## src/rtl/pwr_sleep_pkg.sv

```systemverilog
package pwr_sleep_pkg;

  localparam int unsigned CTRL_W      = 5;
  localparam int unsigned HALT_CYCLES = 4;

  typedef enum logic [2:0] {
    ST_ACTIVE  = 3'd0,
    ST_SLEEP   = 3'd1,
    ST_STARTUP = 3'd2,
    ST_HALT4   = 3'd3,
    ST_RESUME  = 3'd4
  } pwr_state_e;

  typedef enum logic [2:0] {
    MD_IDLE      = 3'b000,
    MD_ADC_QUIET = 3'b001,
    MD_PWR_OFF   = 3'b010,
    MD_PWR_SAVE  = 3'b011,
    MD_STBY      = 3'b110,
    MD_STBY_EXT  = 3'b111
  } pwr_mode_e;

  typedef struct packed {
    logic cpu;
    logic flash;
    logic io;
    logic adc;
    logic async_clk;
    logic osc;
  } clk_en_t;

  // Reserved codes fall back to the lightest mode.
  function automatic pwr_mode_e decode_mode(input logic [2:0] code);
    pwr_mode_e m;
    case (code)
      3'b001:  m = MD_ADC_QUIET;
      3'b010:  m = MD_PWR_OFF;
      3'b011:  m = MD_PWR_SAVE;
      3'b110:  m = MD_STBY;
      3'b111:  m = MD_STBY_EXT;
      default: m = MD_IDLE;
    endcase
    return m;
  endfunction

endpackage

```

## src/rtl/pwr_rst_sync.sv

```systemverilog
module pwr_rst_sync #(
  parameter int unsigned STAGES = 2
) (
  input  logic clk_i,
  input  logic rst_ni,
  output logic rst_sync_no
);
  logic [STAGES-1:0] chain_q;

  always_ff @(posedge clk_i or negedge rst_ni) begin
    if (!rst_ni) chain_q <= '0;
    else         chain_q <= {chain_q[STAGES-2:0], 1'b1};
  end

  assign rst_sync_no = chain_q[STAGES-1];
endmodule

```

## src/rtl/pwr_wake_qual.sv

```systemverilog
module pwr_wake_qual
  import pwr_sleep_pkg::*;
#(
  parameter int unsigned NEXT = 3
) (
  input  pwr_mode_e       mode_i,
  input  logic [NEXT-1:0] ext_irq_i,
  input  logic            ext0_level_i,
  input  logic            tmr2_irq_i,
  input  logic            tmr2_async_i,
  input  logic            adc_irq_i,
  input  logic            io_irq_i,
  output logic            wake_ok_o
);
  logic is_idle, is_adcq, async_keep;
  logic ext0_ok, ext_hi_ok, tmr2_ok, adc_ok, io_ok;

  always_comb begin
    is_idle    = (mode_i == MD_IDLE);
    is_adcq    = (mode_i == MD_ADC_QUIET);
    async_keep = (mode_i == MD_PWR_SAVE) || (mode_i == MD_STBY_EXT);
    ext0_ok    = ext_irq_i[0] && (is_idle || ext0_level_i);
    tmr2_ok    = tmr2_irq_i && (is_idle || is_adcq || (async_keep && tmr2_async_i));
    adc_ok     = adc_irq_i && (is_idle || is_adcq);
    io_ok      = io_irq_i && is_idle;
  end

  generate
    if (NEXT > 1) begin : g_ext_hi
      assign ext_hi_ok = |ext_irq_i[NEXT-1:1];
    end else begin : g_ext_none
      assign ext_hi_ok = 1'b0;
    end
  endgenerate

  assign wake_ok_o = ext0_ok | ext_hi_ok | tmr2_ok | adc_ok | io_ok;
endmodule

```

## src/rtl/pwr_clk_sel.sv

```systemverilog
module pwr_clk_sel
  import pwr_sleep_pkg::*;
(
  input  pwr_state_e state_i,
  input  pwr_mode_e  mode_i,
  input  logic       bod_off_i,
  output clk_en_t    clk_en_o,
  output logic       bod_en_o
);
  clk_en_t sleep_cfg;

  always_comb begin
    sleep_cfg = '0;
    unique case (mode_i)
      MD_IDLE:      sleep_cfg = '{cpu:1'b0, flash:1'b0, io:1'b1, adc:1'b1, async_clk:1'b1, osc:1'b1};
      MD_ADC_QUIET: sleep_cfg = '{cpu:1'b0, flash:1'b0, io:1'b0, adc:1'b1, async_clk:1'b1, osc:1'b1};
      MD_PWR_OFF:   sleep_cfg = '0;
      MD_PWR_SAVE:  sleep_cfg = '{cpu:1'b0, flash:1'b0, io:1'b0, adc:1'b0, async_clk:1'b1, osc:1'b0};
      MD_STBY:      sleep_cfg = '{cpu:1'b0, flash:1'b0, io:1'b0, adc:1'b0, async_clk:1'b0, osc:1'b1};
      MD_STBY_EXT:  sleep_cfg = '{cpu:1'b0, flash:1'b0, io:1'b0, adc:1'b0, async_clk:1'b1, osc:1'b1};
      default:      sleep_cfg = '0;
    endcase
  end

  always_comb begin
    clk_en_o = '1;
    if (state_i == ST_SLEEP) begin
      clk_en_o = sleep_cfg;
    end else if (state_i == ST_STARTUP) begin
      clk_en_o     = sleep_cfg;
      clk_en_o.osc = 1'b1;
    end
  end

  assign bod_en_o = !((state_i == ST_SLEEP) && bod_off_i &&
                      ((mode_i == MD_PWR_OFF) || (mode_i == MD_PWR_SAVE)));
endmodule

```

## src/rtl/pwr_dly_cnt.sv

```systemverilog
module pwr_dly_cnt #(
  parameter int unsigned CW = 4
) (
  input  logic          clk_i,
  input  logic          rst_ni,
  input  logic          load_i,
  input  logic [CW-1:0] load_val_i,
  input  logic          dec_i,
  output logic          zero_o
);
  logic [CW-1:0] cnt_q, cnt_d;
  logic          cnt_en;

  always_comb begin
    cnt_en = load_i || (dec_i && (cnt_q != '0));
    cnt_d  = load_i ? load_val_i : (cnt_q - 1'b1);
  end

  always_ff @(posedge clk_i or negedge rst_ni) begin
    if (!rst_ni)     cnt_q <= '0;
    else if (cnt_en) cnt_q <= cnt_d;
  end

  assign zero_o = (cnt_q == '0);
endmodule

```

## src/rtl/pwr_sleep_seq.sv

```systemverilog
module pwr_sleep_seq
  import pwr_sleep_pkg::*;
#(
  parameter int unsigned NEXT     = 3,
  parameter int unsigned STBY_DLY = 6,
  parameter int unsigned DEEP_DLY = 1024
) (
  input  logic              clk_i,
  input  logic              rst_ni,
  input  logic              reg_we_i,
  input  logic [CTRL_W-1:0] reg_wdata_i,
  output logic [CTRL_W-1:0] reg_rdata_o,
  input  logic              sleep_instr_i,
  input  logic              sys_rst_i,
  input  logic [NEXT-1:0]   ext_irq_i,
  input  logic              ext0_level_i,
  input  logic              tmr2_irq_i,
  input  logic              tmr2_async_i,
  input  logic              adc_irq_i,
  input  logic              io_irq_i,
  output logic              clk_cpu_en_o,
  output logic              clk_flash_en_o,
  output logic              clk_io_en_o,
  output logic              clk_adc_en_o,
  output logic              clk_async_en_o,
  output logic              osc_main_en_o,
  output logic              bod_en_o,
  output logic              core_halt_o,
  output logic              wake_o,
  output logic              rst_vec_o
);
  localparam int unsigned MAX_A = (STBY_DLY > DEEP_DLY) ? STBY_DLY : DEEP_DLY;
  localparam int unsigned MAX_D = (MAX_A > HALT_CYCLES) ? MAX_A : HALT_CYCLES;
  localparam int unsigned CW    = $clog2(MAX_D + 1);
  localparam logic [CW-1:0] HALT_M1 = CW'(HALT_CYCLES - 1);

  logic rst_sync_n;

  // control register fields
  logic       se_q, bod_off_q;
  logic [2:0] mode_code_q;
  pwr_mode_e  mode_q;

  pwr_state_e state_q, state_d;
  logic       rflag_q, rflag_d;
  logic       rst_vec_q, rst_pulse_d;
  logic       capture;
  logic       cnt_load, cnt_dec, cnt_zero;
  logic [CW-1:0] cnt_load_val, mode_dly;
  logic       wake_ok;
  clk_en_t    clk_en;

  pwr_rst_sync #(.STAGES(2)) u_rst_sync (
    .clk_i      (clk_i),
    .rst_ni     (rst_ni),
    .rst_sync_no(rst_sync_n)
  );

  pwr_wake_qual #(.NEXT(NEXT)) u_wake_qual (
    .mode_i      (mode_q),
    .ext_irq_i   (ext_irq_i),
    .ext0_level_i(ext0_level_i),
    .tmr2_irq_i  (tmr2_irq_i),
    .tmr2_async_i(tmr2_async_i),
    .adc_irq_i   (adc_irq_i),
    .io_irq_i    (io_irq_i),
    .wake_ok_o   (wake_ok)
  );

  pwr_clk_sel u_clk_sel (
    .state_i  (state_q),
    .mode_i   (mode_q),
    .bod_off_i(bod_off_q),
    .clk_en_o (clk_en),
    .bod_en_o (bod_en_o)
  );

  pwr_dly_cnt #(.CW(CW)) u_dly_cnt (
    .clk_i     (clk_i),
    .rst_ni    (rst_sync_n),
    .load_i    (cnt_load),
    .load_val_i(cnt_load_val),
    .dec_i     (cnt_dec),
    .zero_o    (cnt_zero)
  );

  // start-up length for the latched mode
  always_comb begin
    unique case (mode_q)
      MD_STBY, MD_STBY_EXT:    mode_dly = CW'(STBY_DLY);
      MD_PWR_OFF, MD_PWR_SAVE: mode_dly = CW'(DEEP_DLY);
      default:                 mode_dly = '0;
    endcase
  end

  // next-state logic
  always_comb begin
    state_d      = state_q;
    rflag_d      = rflag_q;
    rst_pulse_d  = 1'b0;
    capture      = 1'b0;
    cnt_load     = 1'b0;
    cnt_load_val = mode_dly - 1'b1;
    cnt_dec      = 1'b0;
    unique case (state_q)
      ST_ACTIVE: begin
        rflag_d = 1'b0;
        if (sys_rst_i) begin
          rst_pulse_d = 1'b1;
        end else if (sleep_instr_i && se_q) begin
          state_d = ST_SLEEP;
          capture = 1'b1;
        end
      end
      ST_SLEEP: begin
        if (sys_rst_i || wake_ok) begin
          if (mode_dly == '0) begin
            if (sys_rst_i) begin
              state_d     = ST_ACTIVE;
              rst_pulse_d = 1'b1;
            end else begin
              state_d      = ST_HALT4;
              cnt_load     = 1'b1;
              cnt_load_val = HALT_M1;
            end
          end else begin
            state_d  = ST_STARTUP;
            cnt_load = 1'b1;
            rflag_d  = sys_rst_i;
          end
        end
      end
      ST_STARTUP: begin
        if (sys_rst_i) rflag_d = 1'b1;
        if (cnt_zero) begin
          if (rflag_q || sys_rst_i) begin
            state_d     = ST_ACTIVE;
            rst_pulse_d = 1'b1;
            rflag_d     = 1'b0;
          end else begin
            state_d      = ST_HALT4;
            cnt_load     = 1'b1;
            cnt_load_val = HALT_M1;
          end
        end else begin
          cnt_dec = 1'b1;
        end
      end
      ST_HALT4: begin
        if (sys_rst_i) begin
          state_d     = ST_ACTIVE;
          rst_pulse_d = 1'b1;
        end else if (cnt_zero) begin
          state_d = ST_RESUME;
        end else begin
          cnt_dec = 1'b1;
        end
      end
      ST_RESUME: begin
        state_d     = ST_ACTIVE;
        rst_pulse_d = sys_rst_i;
      end
      default: state_d = ST_ACTIVE;
    endcase
  end

  // sequencer registers
  always_ff @(posedge clk_i or negedge rst_sync_n) begin
    if (!rst_sync_n) begin
      state_q   <= ST_ACTIVE;
      rflag_q   <= 1'b0;
      rst_vec_q <= 1'b0;
    end else begin
      state_q   <= state_d;
      rflag_q   <= rflag_d;
      rst_vec_q <= rst_pulse_d;
    end
  end

  // control register
  always_ff @(posedge clk_i or negedge rst_sync_n) begin
    if (!rst_sync_n) begin
      se_q        <= 1'b0;
      mode_code_q <= 3'b000;
      bod_off_q   <= 1'b0;
    end else if (sys_rst_i) begin
      se_q        <= 1'b0;
      mode_code_q <= 3'b000;
      bod_off_q   <= 1'b0;
    end else if (reg_we_i) begin
      se_q        <= reg_wdata_i[0];
      mode_code_q <= reg_wdata_i[3:1];
      bod_off_q   <= reg_wdata_i[4];
    end
  end

  // mode latched at the sleep instruction
  always_ff @(posedge clk_i or negedge rst_sync_n) begin
    if (!rst_sync_n)  mode_q <= MD_IDLE;
    else if (capture) mode_q <= decode_mode(mode_code_q);
  end

  assign reg_rdata_o    = {bod_off_q, mode_code_q, se_q};
  assign clk_cpu_en_o   = clk_en.cpu;
  assign clk_flash_en_o = clk_en.flash;
  assign clk_io_en_o    = clk_en.io;
  assign clk_adc_en_o   = clk_en.adc;
  assign clk_async_en_o = clk_en.async_clk;
  assign osc_main_en_o  = clk_en.osc;
  assign core_halt_o    = (state_q != ST_ACTIVE) && (state_q != ST_RESUME);
  assign wake_o         = (state_q == ST_RESUME);
  assign rst_vec_o      = rst_vec_q;
endmodule

```

## config.mk

```make
export PLATFORM = sky130hd
export DESIGN_NAME = pwr_sleep_seq
export DESIGN_NICKNAME = d
export VERILOG_FILES = /design/src/rtl/pwr_sleep_pkg.sv /design/src/rtl/pwr_rst_sync.sv /design/src/rtl/pwr_wake_qual.sv /design/src/rtl/pwr_clk_sel.sv /design/src/rtl/pwr_dly_cnt.sv /design/src/rtl/pwr_sleep_seq.sv
export SDC_FILE = /design/constraint.sdc
export NUM_CORES = 1
export LEC_CHECK = 0
export ABC_AREA = 1
export ABC_CLOCK_PERIOD_IN_PS = 1700
export BUFFER_PORTS_ARGS = -buffer_cell sky130_fd_sc_hd__buf_2
export CORE_UTILIZATION = 59
export DETAILED_ROUTE_END_ITERATION = 8
export PLACE_DENSITY = 0.93
export SYNTH_ARGS = -nofsm -noshare
export SYNTH_HDL_FRONTEND = slang
export SYNTH_SLANG_ARGS = --single-unit
```

## constraint.sdc

```tcl
create_clock -name clk_i -period 1.7 [get_ports clk_i]
set_input_delay 0.085 -clock clk_i [delete_from_list [all_inputs] [get_ports clk_i]]
set_output_delay 0.085 -clock clk_i [all_outputs]
set_load 0.02 [all_outputs]
```

==> impl_metrics.py, run 1 <==
metrics = {
    "die": {
        "floorplan.rows": 19,
        "die_area_um2": 3190,
        "start_util_pct": 62.9,
        "core_region_area_um2": 2780,
        "die-width_um": 56.5,
        "io_pins": 33,
        "die_y_um": 56.5,
    },
    "final_layout": {
        "areaGrowthSynthToFinish_pct": 31.2,
        "num_antenna_cells": 0,
        "final_cells": 319,
        "layout.nets": 310,
        "drive_gt1_share_pct": 42.7,
        "design_area_um2": 2300,
    },
    "synthesis": {
        "synth_edf_count": 0,
        "ys.warnings.count": 0,
        "synth_top_area_share_pct": 37.2,
        "yosys.area_share.adder_pct": 2.14,
        "synth-xor-area-share_pct": 2.00,
        "synth_mux_area_share_pct": 0,
        "async_flop_share_pct": 100,
        "synthDistinctLibCells": 28,
        "yosys.area_share.simple_pct": 29.7,
        "syn-num-nets": 252,
        "synth_seq_cells": 26,
        "synth_commonest_cells": "nand2_1 (41), inv_1 (35), dfrtp_1 (26), nor2_1 (19), nand3_1 (17)",
        "netlist_instances": 231,
        "ys_seq_area_share_pct": 37.2,
        "synth_compound_area_share_pct": 16.4,
        "synth_top_family_by_area": "simple AND/OR/NAND/NOR gates",
        "synth_area_per_cell_um2": 7.58,
        "synth_flop_cell": "dfrtp_1",
        "synth_top_area_cell": "dfrtp_1",
        "syn_area_um2": 1750,
        "synthTopCellsByArea": "dfrtp_1 (37%), nand2_1 (8.8%), inv_1 (7.5%)",
        "synth.most_common_cell": "nand2_1",
    },
    "sta": {
        "rsz0062_at_grt": "yes",
        "maxSlewViolCount": 0,
        "finalClockSkew_ps": 10.8,
        "setup_ws_ps": -37.8,
        "finalSetupViolations": 6,
        "fin_crit_ps": 1740,
        "fmax_ghz": 0.575,
        "period_share_pct": 102,
        "hold_viol_final": 0,
    },
    "cts": {
        "cts_tree": "done",
        "ctsLongestPathBuffers": 2,
        "cts_root_buf": "clkbuf_4",
        "clk_pin_slew_ps": 160,
        "htreeDepth": 1,
        "numCtsBuffers": 3,
        "clkLatencyLatePin_ps": 340,
        "clock_sinks": 26,
    },
    "setup_path": {
        "cp_data_required_time_ps": 1940,
        "crit_type": "reg -> reg",
        "rrSetupSlack_ps": -40,
        "critPathLaunchType": "flip-flop",
        "arrival_ps": 1980,
        "worstPathMaxFanout": 4,
        "critPathCaptureType": "flip-flop",
    },
    "detailed_routing": {
        "top_layer_used": "met4",
        "routed_wl_um": 5200,
        "vias_per_cell": 5.92,
        "dr_wl_met2_um": 2570,
        "first_iter_violations": 137,
        "postRouteAntennaNets": 0,
        "via_count": 1887,
        "dr.pass1.iters": 5,
        "met3WireLength_um": 432,
        "route.detailed.drc": 0,
        "wl_met1_um": 2000,
        "wl_per_cell_um": 16.3,
    },
    "min_path": {
        "worstHoldPathType": "in -> async",
    },
    "place": {
        "dp.cells": 301,
        "portBuffers": 32,
        "dpl.hpwl_um": 3080,
        "place_ws_ps": -195,
        "placed_area_um2": 1990,
        "gp_congestion": 0.905,
    },
    "pwr": {
        "max-vdd-ir-drop_mv": 1.54,
        "power.density_nw_per_um2": 1940,
        "power_leakage_nw": 1.12,
    },
    "global_routing": {
        "grt_max_degree": 16,
        "grt_usage_pct": 29.4,
        "overflow": 0,
        "antenna_found_initial": 0,
        "grt_pass1_wl_um": 7320,
        "grt_pass1_vias": 1669,
    },
    "job": {
        "max_cap_violations": 0,
    },
    "outcome": {
        "failed_checks": "setup timing",
        "status": "finished, violations left",
    },
}
critical path: stages (launching register included):
cell	delay [ps]
dfrtp_2	480
nor2_4	170
nand2_2	80
nand2_1	60
nand2_1	80
nand3_4	130
buf_6	120
nand2_1	50
nand2_1	70
nand2_2	80
nand2_1	110
nand2_1	80
nand2_1	70
nand2_1	50
kinds of logic after synthesis:
| family | Yosys count |
|---|---|
| XOR/XNOR | 4 |
| flip-flops | 26 |
| buffers and inverters | 48 |
| adder cells (fa/ha/maj) | 3 |
| AND/OR/NAND/NOR | 103 |
| other | 1 |
| AO/OA/AOI/OAI | 46 |
final cells by class:
cell class	count	area, um^2
multi-input cells	158	1000
clock buffers	3	22.5
inverters	42	160
repair buffers	58	387
clock inverters	1	30.0
well taps	31	38.8
flip-flops and latches	26	654
fillers	148	485
registers in the layout (all words and copies together), names as in the netlist:
register / flops
state_q: 3
mode_code_q: 3
bod_off_q: 1
se_q: 1
rflag_q: 1
rst_vec_o: 1
mode_q: 3
u_rst_sync.chain_q: 2
u_dly_cnt.cnt_q: 11
final timing paths:
path	to	depth (start not counted)	startpoint
setup / recovery	u_dly_cnt.cnt_q[2]$_DFFE_PN0P_	13	mode_q[1]$_DFFE_PN0P_
hold / removal	u_rst_sync.chain_q[1]$_DFF_PN0_	2	rst_ni
setup reg to reg	u_dly_cnt.cnt_q[2]$_DFFE_PN0P_	13	mode_q[1]$_DFFE_PN0P_
hold reg to reg	mode_code_q[1]$_DFFE_PN0P_	0	u_rst_sync.chain_q[1]$_DFF_PN0_
max in group asynchronous	state_q[0]$_DFFE_PN0P_	1	u_rst_sync.chain_q[1]$_DFF_PN0_
min in group clk_i	mode_code_q[1]$_DFFE_PN0P_	3	reg_we_i
per-stage QoR:
step           power [mW]  utilization, %  hold WS [ps]  TNS, ps
3_5_place_dp         3.39            71.6          -126    -1400
4_1_cts              3.99            77.9          46.1        0
6_report             4.44            82.5          37.1    -91.2
3_3_place_gp         3.29            71.6          -130     -673
5_1_grt              4.66            82.5          59.3    -1050
2_1_floorplan        2.86               -          -211        0
power by group:
group	internal [mW]	switching (mW)
Combinational	1.09	1.82
Clock	0.239	0.207
Sequential	0.853	0.234
cells in the final DEF (no fill, tap or decap), drive strengths merged:
| master | count |
|---|---|
| buf | 52 |
| nand2 | 46 |
| inv | 42 |
| nor2 | 31 |
| o21ai | 29 |
| dfrtp | 26 |
| nand3 | 21 |
| a21oi | 14 |
| dlygate4sd3 | 6 |
| xor2 | 4 |
| nor3 | 4 |
| clkbuf | 3 |
| ha | 3 |
| o211ai | 2 |
| o32ai | 1 |
| or2 | 1 |
| nand4 | 1 |
| bufinv | 1 |
| conb | 1 |
repair_timing:
action,4_1_cts,5_1_grt
cloned,0,1
gates resized for setup,13,24
setup endpoints to repair,12,19
setup buffers,1,6
hold buffers,6,0
pin swaps,6,11
endpoints found under the hold margin,7,0
layer usage:
| layer | global-route usage [%] | vias up |
|---|---|---|
| li1 | - | 840 |
| met1 | 37.0 | 890 |
| met2 | 51.6 | 127 |
| met3 | 3.69 | 30 |
| met5 | 0 | - |
| met4 | 10.1 | 0 |
Power figures use the tool's default switching activity.
==> inputs of run 2 (changes only) <==
--- a/config.mk
+++ b/config.mk
@@ -8,9 +8,10 @@
 export ABC_AREA = 1
 export ABC_CLOCK_PERIOD_IN_PS = 1700
 export BUFFER_PORTS_ARGS = -buffer_cell sky130_fd_sc_hd__buf_2
-export CORE_UTILIZATION = 59
+export CORE_UTILIZATION = 62
+export CTS_BUF_LIST = sky130_fd_sc_hd__clkbuf_4 sky130_fd_sc_hd__clkbuf_8
 export DETAILED_ROUTE_END_ITERATION = 8
-export PLACE_DENSITY = 0.93
+export PLACE_DENSITY = 0.95
 export SYNTH_ARGS = -nofsm -noshare
 export SYNTH_HDL_FRONTEND = slang
 export SYNTH_SLANG_ARGS = --single-unit
==> impl_metrics.py, run 2 (same netlist as run 1, synthesis figures left out) <==
metrics = {
    "sta": {
        "hold_viol_final": 1,
        "finalClockSkew_ps": 13.8,
        "holdWs_ps": -3.91,
        "finalSetupViolations": 15,
        "period_share_pct": 109,
        "setup_tns_ps": -921,
        "fmax_ghz": 0.542,
        "fin_crit_ps": 1850,
        "setup_ws_ps": -145,
        "maxSlewViolCount": 0,
    },
    "outcome": {
        "status": "finished, violations left",
        "failed_checks": "hold timing, setup timing",
    },
    "detailed_routing": {
        "route.detailed.drc": 0,
        "via_count": 2041,
        "vias_per_cell": 6.48,
        "postRouteAntennaNets": 0,
        "dr.pass1.iters": 6,
        "first_iter_violations": 157,
        "wl_per_cell_um": 19.3,
        "routed_wl_um": 6090,
    },
    "final_layout": {
        "design_area_um2": 2240,
        "final_common_cell": "nand2_1",
        "drive_gt1_share_pct": 44.6,
        "fillCellCount": 116,
        "largest_register_ffs": 11,
        "utilization_pct": 87.3,
        "final_cells": 315,
        "areaGrowthSynthToFinish_pct": 28.0,
        "final_cell_mix": "nand2_1 (36), buf_2 (32), inv_1 (30), dfrtp_1 (22), buf_4 (21)",
        "num_antenna_cells": 0,
        "max_flop_register": "u_dly_cnt.cnt_q",
        "layout.nets": 308,
    },
    "setup_path": {
        "path_cells": "inv_2 -> nor2_4 -> inv_1 -> ha_4 -> inv_1 -> nor2_2 -> inv_1 -> nor2_2 -> nand2_1 -> nand2_1 -> nand2_1 -> o21ai_2",
        "arrival_ps": 2110,
        "r2r-start": "mode_q[1]$_DFFE_PN0P_",
        "r2r-end": "u_dly_cnt.cnt_q[1]$_DFFE_PN0P_",
        "critical_path.top_delay_family": "simple AND/OR/NAND/NOR gates",
        "max_stage_delay_ps": 480,
        "worstPathMaxFanout": 4,
        "crit_path_start": "mode_q[1]$_DFFE_PN0P_",
        "r2r_cells": 12,
        "rrSetupSlack_ps": -150,
        "crit_end": "u_dly_cnt.cnt_q[1]$_DFFE_PN0P_",
        "critPathCaptureType": "flip-flop",
        "path_depth": 12,
        "crit_type": "reg -> reg",
        "cp_num_buf_inv": 4,
        "cpMaxStageDelayCell": "dfrtp_2",
        "cp_data_required_time_ps": 1960,
        "critPathLaunchType": "flip-flop",
    },
    "die": {
        "core_region_area_um2": 2570,
        "floorplan.rows": 18,
        "die_area_um2": 3040,
        "die_y_um": 55.1,
        "io_pins": 33,
        "die-width_um": 55.1,
        "start_util_pct": 68.2,
    },
    "global_routing": {
        "grt_max_degree": 25,
        "grt_usage_pct": 30.1,
        "overflow": 0,
        "grt_pass1_vias": 1477,
        "grt_pass1_wl_um": 6420,
        "antenna_found_initial": 0,
    },
    "cts": {
        "clkLatencyLatePin_ps": 340,
        "cts_root_buf": "clkbuf_4",
        "htreeDepth": 1,
        "clk_pin_slew_ps": 150,
        "numCtsBuffers": 3,
        "cts_tree": "done",
        "clock_sinks": 26,
        "ctsLongestPathBuffers": 2,
    },
    "place": {
        "dpl.hpwl_um": 2910,
        "placed_area_um2": 1980,
        "gp_congestion": 0.874,
        "dp.cells": 299,
        "portBuffers": 32,
    },
    "job": {
        "max_cap_violations": 0,
    },
    "pwr": {
        "p_total_mw": 4.43,
        "power.density_nw_per_um2": 1980,
        "power_leakage_nw": 1.09,
        "max-vdd-ir-drop_mv": 1.53,
    },
    "min_path": {
        "worstHoldPathType": "in -> reg",
    },
}
-- run 2: worst min-delay path by stage --
stage,from,endpoint,cells after the start
5_1_grt,reg_wdata_i[3],mode_code_q[2]$_DFFE_PN0P_,3
6_report,reg_wdata_i[3],mode_code_q[2]$_DFFE_PN0P_,3
4_1_cts,reg_wdata_i[2],mode_code_q[1]$_DFFE_PN0P_,3
2_1_floorplan,rst_ni,u_rst_sync.chain_q[0]$_DFF_PN0_,0
3_5_place_dp,rst_ni,u_rst_sync.chain_q[1]$_DFF_PN0_,1
3_3_place_gp,rst_ni,u_rst_sync.chain_q[1]$_DFF_PN0_,1
-- run 2: power breakdown --
group / internal [mW] / total [mW] / switching, mW
combinational: 1.08 / 3.06 / 1.98
sequential: 0.854 / 1.09 / 0.234
clock: 0.0835 / 0.280 / 0.197
-- run 2: per-stage QoR --
| stage | worst slack (ps) | hold slack, ps |
|---|---|---|
| CTS | 4.94 | 1.91 |
| global route | -177 | 7.59 |
| global placement | -119 | -130 |
| finish | -145 | -3.91 |
| detailed placement | -185 | -126 |
| floorplan | 103 | -211 |
-- run 2: layout make-up --
type,instances,area [um^2],area share [%]
Inverter,42,160,7.15
Sequential cell,26,656,29.3
Clock buffer,3,22.5,1.01
Timing Repair Buffer,55,339,15.1
Tap cell,30,37.5,1.68
Multi-Input combinational cell,159,1030,45.8
-- run 2: worst reg2reg max path, delay by kind of cell (launching register included) --
family,cells,cell delay (ps)
compound gates,1,70
fa+ha+maj,1,180
buf+inv,4,400
simple gates,6,630
flops,1,480
-- run 2: metal layers --
metal | GRT usage [%] | wire length, um | vias up
met4 | 9.17 | 487 | 0
met1 | 40.6 | 2100 | 908
met2 | 49.8 | 2710 | 217
met5 | 0 | 0 | -
met3 | 4.37 | 799 | 75
li1 | - | - | 841
-- run 2: what timing repair did --
item                                    in CTS  in global routing
endpoints found under the hold margin        2                  0
endpoints found under the setup margin      13                 20
gates resized for setup                      4                 36
cloned                                       0                  2
setup buffers                                1                  9
hold buffers                                 1                  0
pin swaps                                    4                 14
==> inputs of run 3 (changes only) <==
--- a/config.mk
+++ b/config.mk
@@ -8,10 +8,11 @@
 export ABC_AREA = 1
 export ABC_CLOCK_PERIOD_IN_PS = 1700
 export BUFFER_PORTS_ARGS = -buffer_cell sky130_fd_sc_hd__buf_2
-export CORE_UTILIZATION = 62
+export CORE_UTILIZATION = 63
 export CTS_BUF_LIST = sky130_fd_sc_hd__clkbuf_4 sky130_fd_sc_hd__clkbuf_8
 export DETAILED_ROUTE_END_ITERATION = 8
 export PLACE_DENSITY = 0.95
 export SYNTH_ARGS = -nofsm -noshare
 export SYNTH_HDL_FRONTEND = slang
+export SYNTH_HIERARCHICAL = 1
 export SYNTH_SLANG_ARGS = --single-unit
==> impl_metrics.py, run 3 <==
metrics = {
    "outcome": {
        "status": "stopped before the end",
        "haltStage": "global routing",
        "error_line": "[ERROR GRT-0232] Routing congestion too high. Check the congestion heatmap in the GUI.",
    },
    "place": {
        "gp_congestion": 0.912,
        "dpl.hpwl_um": 4730,
        "portBuffers": 32,
        "placed_area_um2": 2430,
    },
    "die": {
        "floorplan.rows": 19,
        "start_util_pct": 67.8,
        "die_y_um": 57.2,
        "io_pins": 33,
        "die-width_um": 57.2,
    },
    "cts": {
        "htreeDepth": 1,
        "numCtsBuffers": 3,
        "ctsLongestPathBuffers": 2,
        "cts_root_buf": "clkbuf_4",
        "clock_sinks": 26,
    },
    "synthesis": {
        "synth_top_area_share_pct": 33.9,
        "synth_commonest_cells": "nand2_1 (84), nor2_1 (37), inv_1 (34), nand3_1 (30), dfrtp_1 (26)",
        "synth.most_common_cell": "nand2_1",
        "ys.warnings.count": 6,
        "syn_area_um2": 1920,
        "netlist_instances": 292,
        "syn-num-nets": 315,
        "synthDistinctLibCells": 30,
        "ys_seq_area_share_pct": 33.9,
        "synth_flop_cell": "dfrtp_1",
        "synth_seq_cells": 26,
        "synth_edf_count": 0,
        "synth_area_per_cell_um2": 6.57,
        "synthTopCellsByArea": "dfrtp_1 (34%), nand2_1 (16%), nand3_1 (7.8%)",
        "synth_top_area_cell": "dfrtp_1",
        "async_flop_share_pct": 100,
    },
    "global_routing": {
        "grt_usage_pct": 77.1,
        "grt_max_degree": 16,
        "overflow": 55,
    },
    "sta": {
        "worstEpCategory": "register data pin",
        "grt-worst-endpoint": "u_dly_cnt/cnt_q[3]$_DFFE_PN0P_/D",
    },
}
## run 3: changes by cell type after synthesis, sizes merged, moves of 4 or more
cell,change
nor2,+14
nand3,+12
a21oi,-11
o21ai,-8
xor2,-4
nor3,-4
nand2,+50
## run 3: routing by layer
metal  GRT overflow  track usage [%]
met1              0             79.7
met2             41              100
met3              0             46.7
met4             14             86.4
met5              0                0
## run 3: metrics by stage
step                      setup TNS, ps  setup WS (ps)  hold WS [ps]  util, %  cells
after detailed placement          -3050           -378          -121     86.0    389
after CTS                         -1910           -196          36.6     93.8    402
after global placement             -480          -84.5          -130     86.0    389
after floorplan                   -69.5          -35.4          -211        -    292
## run 3: logic make-up after synthesis
| group | Yosys count | share of synthesized area, % |
|---|---|---|
| AO/OA/AOI/OAI | 30 | 9.13 |
| other | 2 | 0.391 |
| adder cells (fa/ha/maj) | 5 | 3.26 |
| AND/OR/NAND/NOR | 177 | 42.0 |
| buffers and inverters | 52 | 11.3 |
| flip-flops | 26 | 33.9 |
## run 3: repair_timing
action                                  in CTS
gates cloned                                 0
buffers inserted                             7
hold buffers                                 2
pin swaps                                   12
gates resized for setup                     28
hold endpoints to repair                     3
endpoints found under the setup margin      15
==> inputs of run 4 (changes only) <==
--- a/config.mk
+++ b/config.mk
@@ -8,10 +8,9 @@
 export ABC_AREA = 1
 export ABC_CLOCK_PERIOD_IN_PS = 1700
 export BUFFER_PORTS_ARGS = -buffer_cell sky130_fd_sc_hd__buf_2
-export CORE_UTILIZATION = 63
-export CTS_BUF_LIST = sky130_fd_sc_hd__clkbuf_4 sky130_fd_sc_hd__clkbuf_8
+export CORE_UTILIZATION = 40
 export DETAILED_ROUTE_END_ITERATION = 8
-export PLACE_DENSITY = 0.95
+export PLACE_DENSITY_LB_ADDON = 0.15
 export SYNTH_ARGS = -nofsm -noshare
 export SYNTH_HDL_FRONTEND = slang
 export SYNTH_HIERARCHICAL = 1
==> impl_metrics.py, run 4 <==
metrics = {
    "cts": {
        "clkLatencyLatePin_ps": 280,
        "htreeDepth": 1,
        "clock_sinks": 26,
        "ctsLongestPathBuffers": 2,
        "cts_tree": "done",
        "numCtsBuffers": 3,
        "clk_pin_slew_ps": 100,
        "cts_root_buf": "clkbuf_8",
    },
    "synthesis": {
        "syn_area_um2": 1920,
        "netlist_instances": 292,
        "synthTopCellsByArea": "dfrtp_1 (34%), nand2_1 (16%), nand3_1 (7.8%)",
        "synth_commonest_cells": "nand2_1 (84), nor2_1 (37), inv_1 (34), nand3_1 (30), dfrtp_1 (26)",
        "ys_seq_area_share_pct": 33.9,
        "synth_edf_count": 0,
        "synth-xor-area-share_pct": 0,
        "synth_seq_cells": 26,
        "syn-num-nets": 315,
        "synth_top_family_by_area": "simple AND/OR/NAND/NOR gates",
        "ys.warnings.count": 6,
        "yosys.area_share.simple_pct": 42.0,
        "synth_area_per_cell_um2": 6.57,
        "synth_mux_area_share_pct": 0,
        "async_flop_share_pct": 100,
        "synthDistinctLibCells": 30,
        "synth_flop_cell": "dfrtp_1",
        "yosys.area_share.adder_pct": 3.26,
        "synth.most_common_cell": "nand2_1",
        "synth_compound_area_share_pct": 9.13,
        "synth_top_area_share_pct": 33.9,
        "synth_top_area_cell": "dfrtp_1",
    },
    "detailed_routing": {
        "routed_wl_um": 5100,
        "wl_per_cell_um": 11.7,
        "route.detailed.drc": 2,
        "vias_per_cell": 4.74,
        "dr.pass1.iters": 7,
        "postRouteAntennaNets": 0,
        "via_count": 2070,
        "first_iter_violations": 151,
    },
    "global_routing": {
        "overflow": 0,
        "grt_pass1_vias": 1868,
        "antenna_found_initial": 0,
        "grt_max_degree": 16,
        "grt_pass1_wl_um": 8370,
        "grt_usage_pct": 20.8,
    },
    "final_layout": {
        "drive_gt1_share_pct": 45.5,
        "largest_register_ffs": 11,
        "num_antenna_cells": 0,
        "fillCellCount": 389,
        "multiInputGateArea_um2": 1220,
        "seq_area_um2": 651,
        "areaGrowthSynthToFinish_pct": 50.9,
        "layout.nets": 409,
        "final_common_cell": "nand2_1",
        "max_flop_register": "u_dly_cnt/cnt_q",
        "final_cell_mix": "nand2_1 (75), buf_4 (49), buf_2 (32), inv_1 (29), dfrtp_1 (26)",
    },
    "setup_path": {
        "critPathCaptureType": "flip-flop",
        "worstPathMaxFanout": 5,
        "crit_type": "reg -> reg",
        "rrSetupSlack_ps": -160,
        "r2r-end": "u_dly_cnt/cnt_q[2]$_DFFE_PN0P_",
        "r2r-start": "u_dly_cnt/cnt_q[1]$_DFFE_PN0P_",
        "r2r_cells": 15,
        "crit_path_start": "u_dly_cnt/cnt_q[1]$_DFFE_PN0P_",
        "cp_data_required_time_ps": 1870,
        "critPathLaunchType": "flip-flop",
        "arrival_ps": 2030,
    },
    "min_path": {
        "min_to": "mode_code_q[2]$_DFFE_PN0P_",
        "holdPathStages": 3,
        "worstHoldPathType": "in -> reg",
        "min_from": "reg_wdata_i[3]",
    },
    "pwr": {
        "p_clk_share_pct": 22.7,
        "sw_frac_of_total_pct": 35.1,
        "netSwitchingPower_mw": 0.822,
        "power_leakage_nw": 1.50,
        "p_comb_share_pct": 43.6,
        "max-vdd-ir-drop_mv": 0.732,
        "internal_power_mw": 1.52,
        "power_frac_seq_pct": 33.7,
        "power.density_nw_per_um2": 808,
    },
    "outcome": {
        "failed_checks": "DRC, setup timing",
        "status": "finished, violations left",
    },
    "place": {
        "portBuffers": 32,
        "place_ws_ps": -196,
        "dpl.hpwl_um": 3730,
        "gp_congestion": 0.857,
    },
    "sta": {
        "holdWs_ps": 44.0,
        "rsz0062_at_grt": "yes",
        "fin_crit_ps": 1860,
        "finalClockSkew_ps": 4.38,
        "period_share_pct": 109,
        "fmax_ghz": 0.539,
        "setup_ws_ps": -157,
        "hold_viol_final": 0,
        "finalSetupViolations": 13,
        "maxSlewViolCount": 0,
    },
    "die": {
        "die_area_um2": 5080,
        "die-width_um": 71.3,
        "die_y_um": 71.3,
        "floorplan.rows": 24,
        "start_util_pct": 42.9,
        "core_region_area_um2": 4470,
        "io_pins": 33,
    },
    "job": {
        "max_cap_violations": 0,
    },
}
run 4: worst max-delay path, cell delays in order, from the launching register on:
cell	delay [ps]
dfrtp_1	410
inv_2	80
ha_4	150
inv_4	40
nor2_4	100
nand2_2	70
nor2_4	140
buf_6	120
nor2_2	30
nand2_1	80
nand2_2	80
nand2_4	100
nand2_8	80
buf_6	140
o21ai_2	50
nand2_1	70
run 4: how the worst max path moves through the flow:
stage	end	depth (start not counted)
final	u_dly_cnt/cnt_q[2]$_DFFE_PN0P_	15
after global routing	u_dly_cnt/cnt_q[2]$_DFFE_PN0P_	14
after CTS	u_dly_cnt/cnt_q[2]$_DFFE_PN0P_	15
after detailed placement	u_dly_cnt/cnt_q[3]$_DFFE_PN0P_	15
after global placement	u_dly_cnt/cnt_q[3]$_DFFE_PN0P_	15
after floorplan	u_dly_cnt/cnt_q[2]$_DFFE_PN0P_	12
run 4: metrics by stage:
stage                     util [%]  setup TNS (ps)  instances  total power [mW]  cell area, um^2
final                         64.7           -1320        437              2.34             2900
after global routing          64.7           -2810        437              2.51             2900
after CTS                     60.3            -503        426              2.24             2700
after detailed placement      56.3           -1730        416              1.65             2520
after global placement        56.3            -941        416              1.64             2520
after floorplan                  -           -69.5        292              1.31             1980
run 4: cell families after synthesis:
logic type	Yosys count
AOI/OAI and AO/OA	30
adders and majority gates	5
buffers and inverters	52
DFF	26
other	2
and+or+nand+nor	177
run 4: layout make-up:
type / instances / share of cell area, %
Timing Repair inverter: 1 / 0.259
Clock buffer: 3 / 1.43
Inverter: 45 / 6.35
Tap cell: 52 / 2.25
Sequential cell: 26 / 22.5
Multi-Input combinational cell: 214 / 42.0
Timing Repair Buffer: 95 / 24.2
Clock inverter: 1 / 1.04
run 4: power by group through the flow:
stage / Combinational (mW) / Clock [mW] / Sequential, mW
6_report: 1.02 / 0.530 / 0.788
4_1_cts: 0.920 / 0.538 / 0.783
5_1_grt: 1.14 / 0.565 / 0.799
2_1_floorplan: 0.479 / 0 / 0.832
3_3_place_gp: 0.847 / 0 / 0.792
3_5_place_dp: 0.860 / 0 / 0.794
run 4: routing by layer:
metal	track usage, %	routed length [um]	up-vias
met3	2.53	164	5
li1	-	-	1097
met2	33.8	2390	36
met5	0	0	-
met4	4.22	33	0
met1	30.0	2510	932
run 4: what timing repair did:
| item | CTS | global route |
|---|---|---|
| setup endpoints to repair | 14 | 15 |
| resized for setup | 18 | 34 |
| pin swaps | 16 | 18 |
| gates cloned | 1 | 0 |
| setup buffers | 4 | 11 |
| hold endpoints to repair | 2 | 0 |
| hold buffers | 1 | 0 |
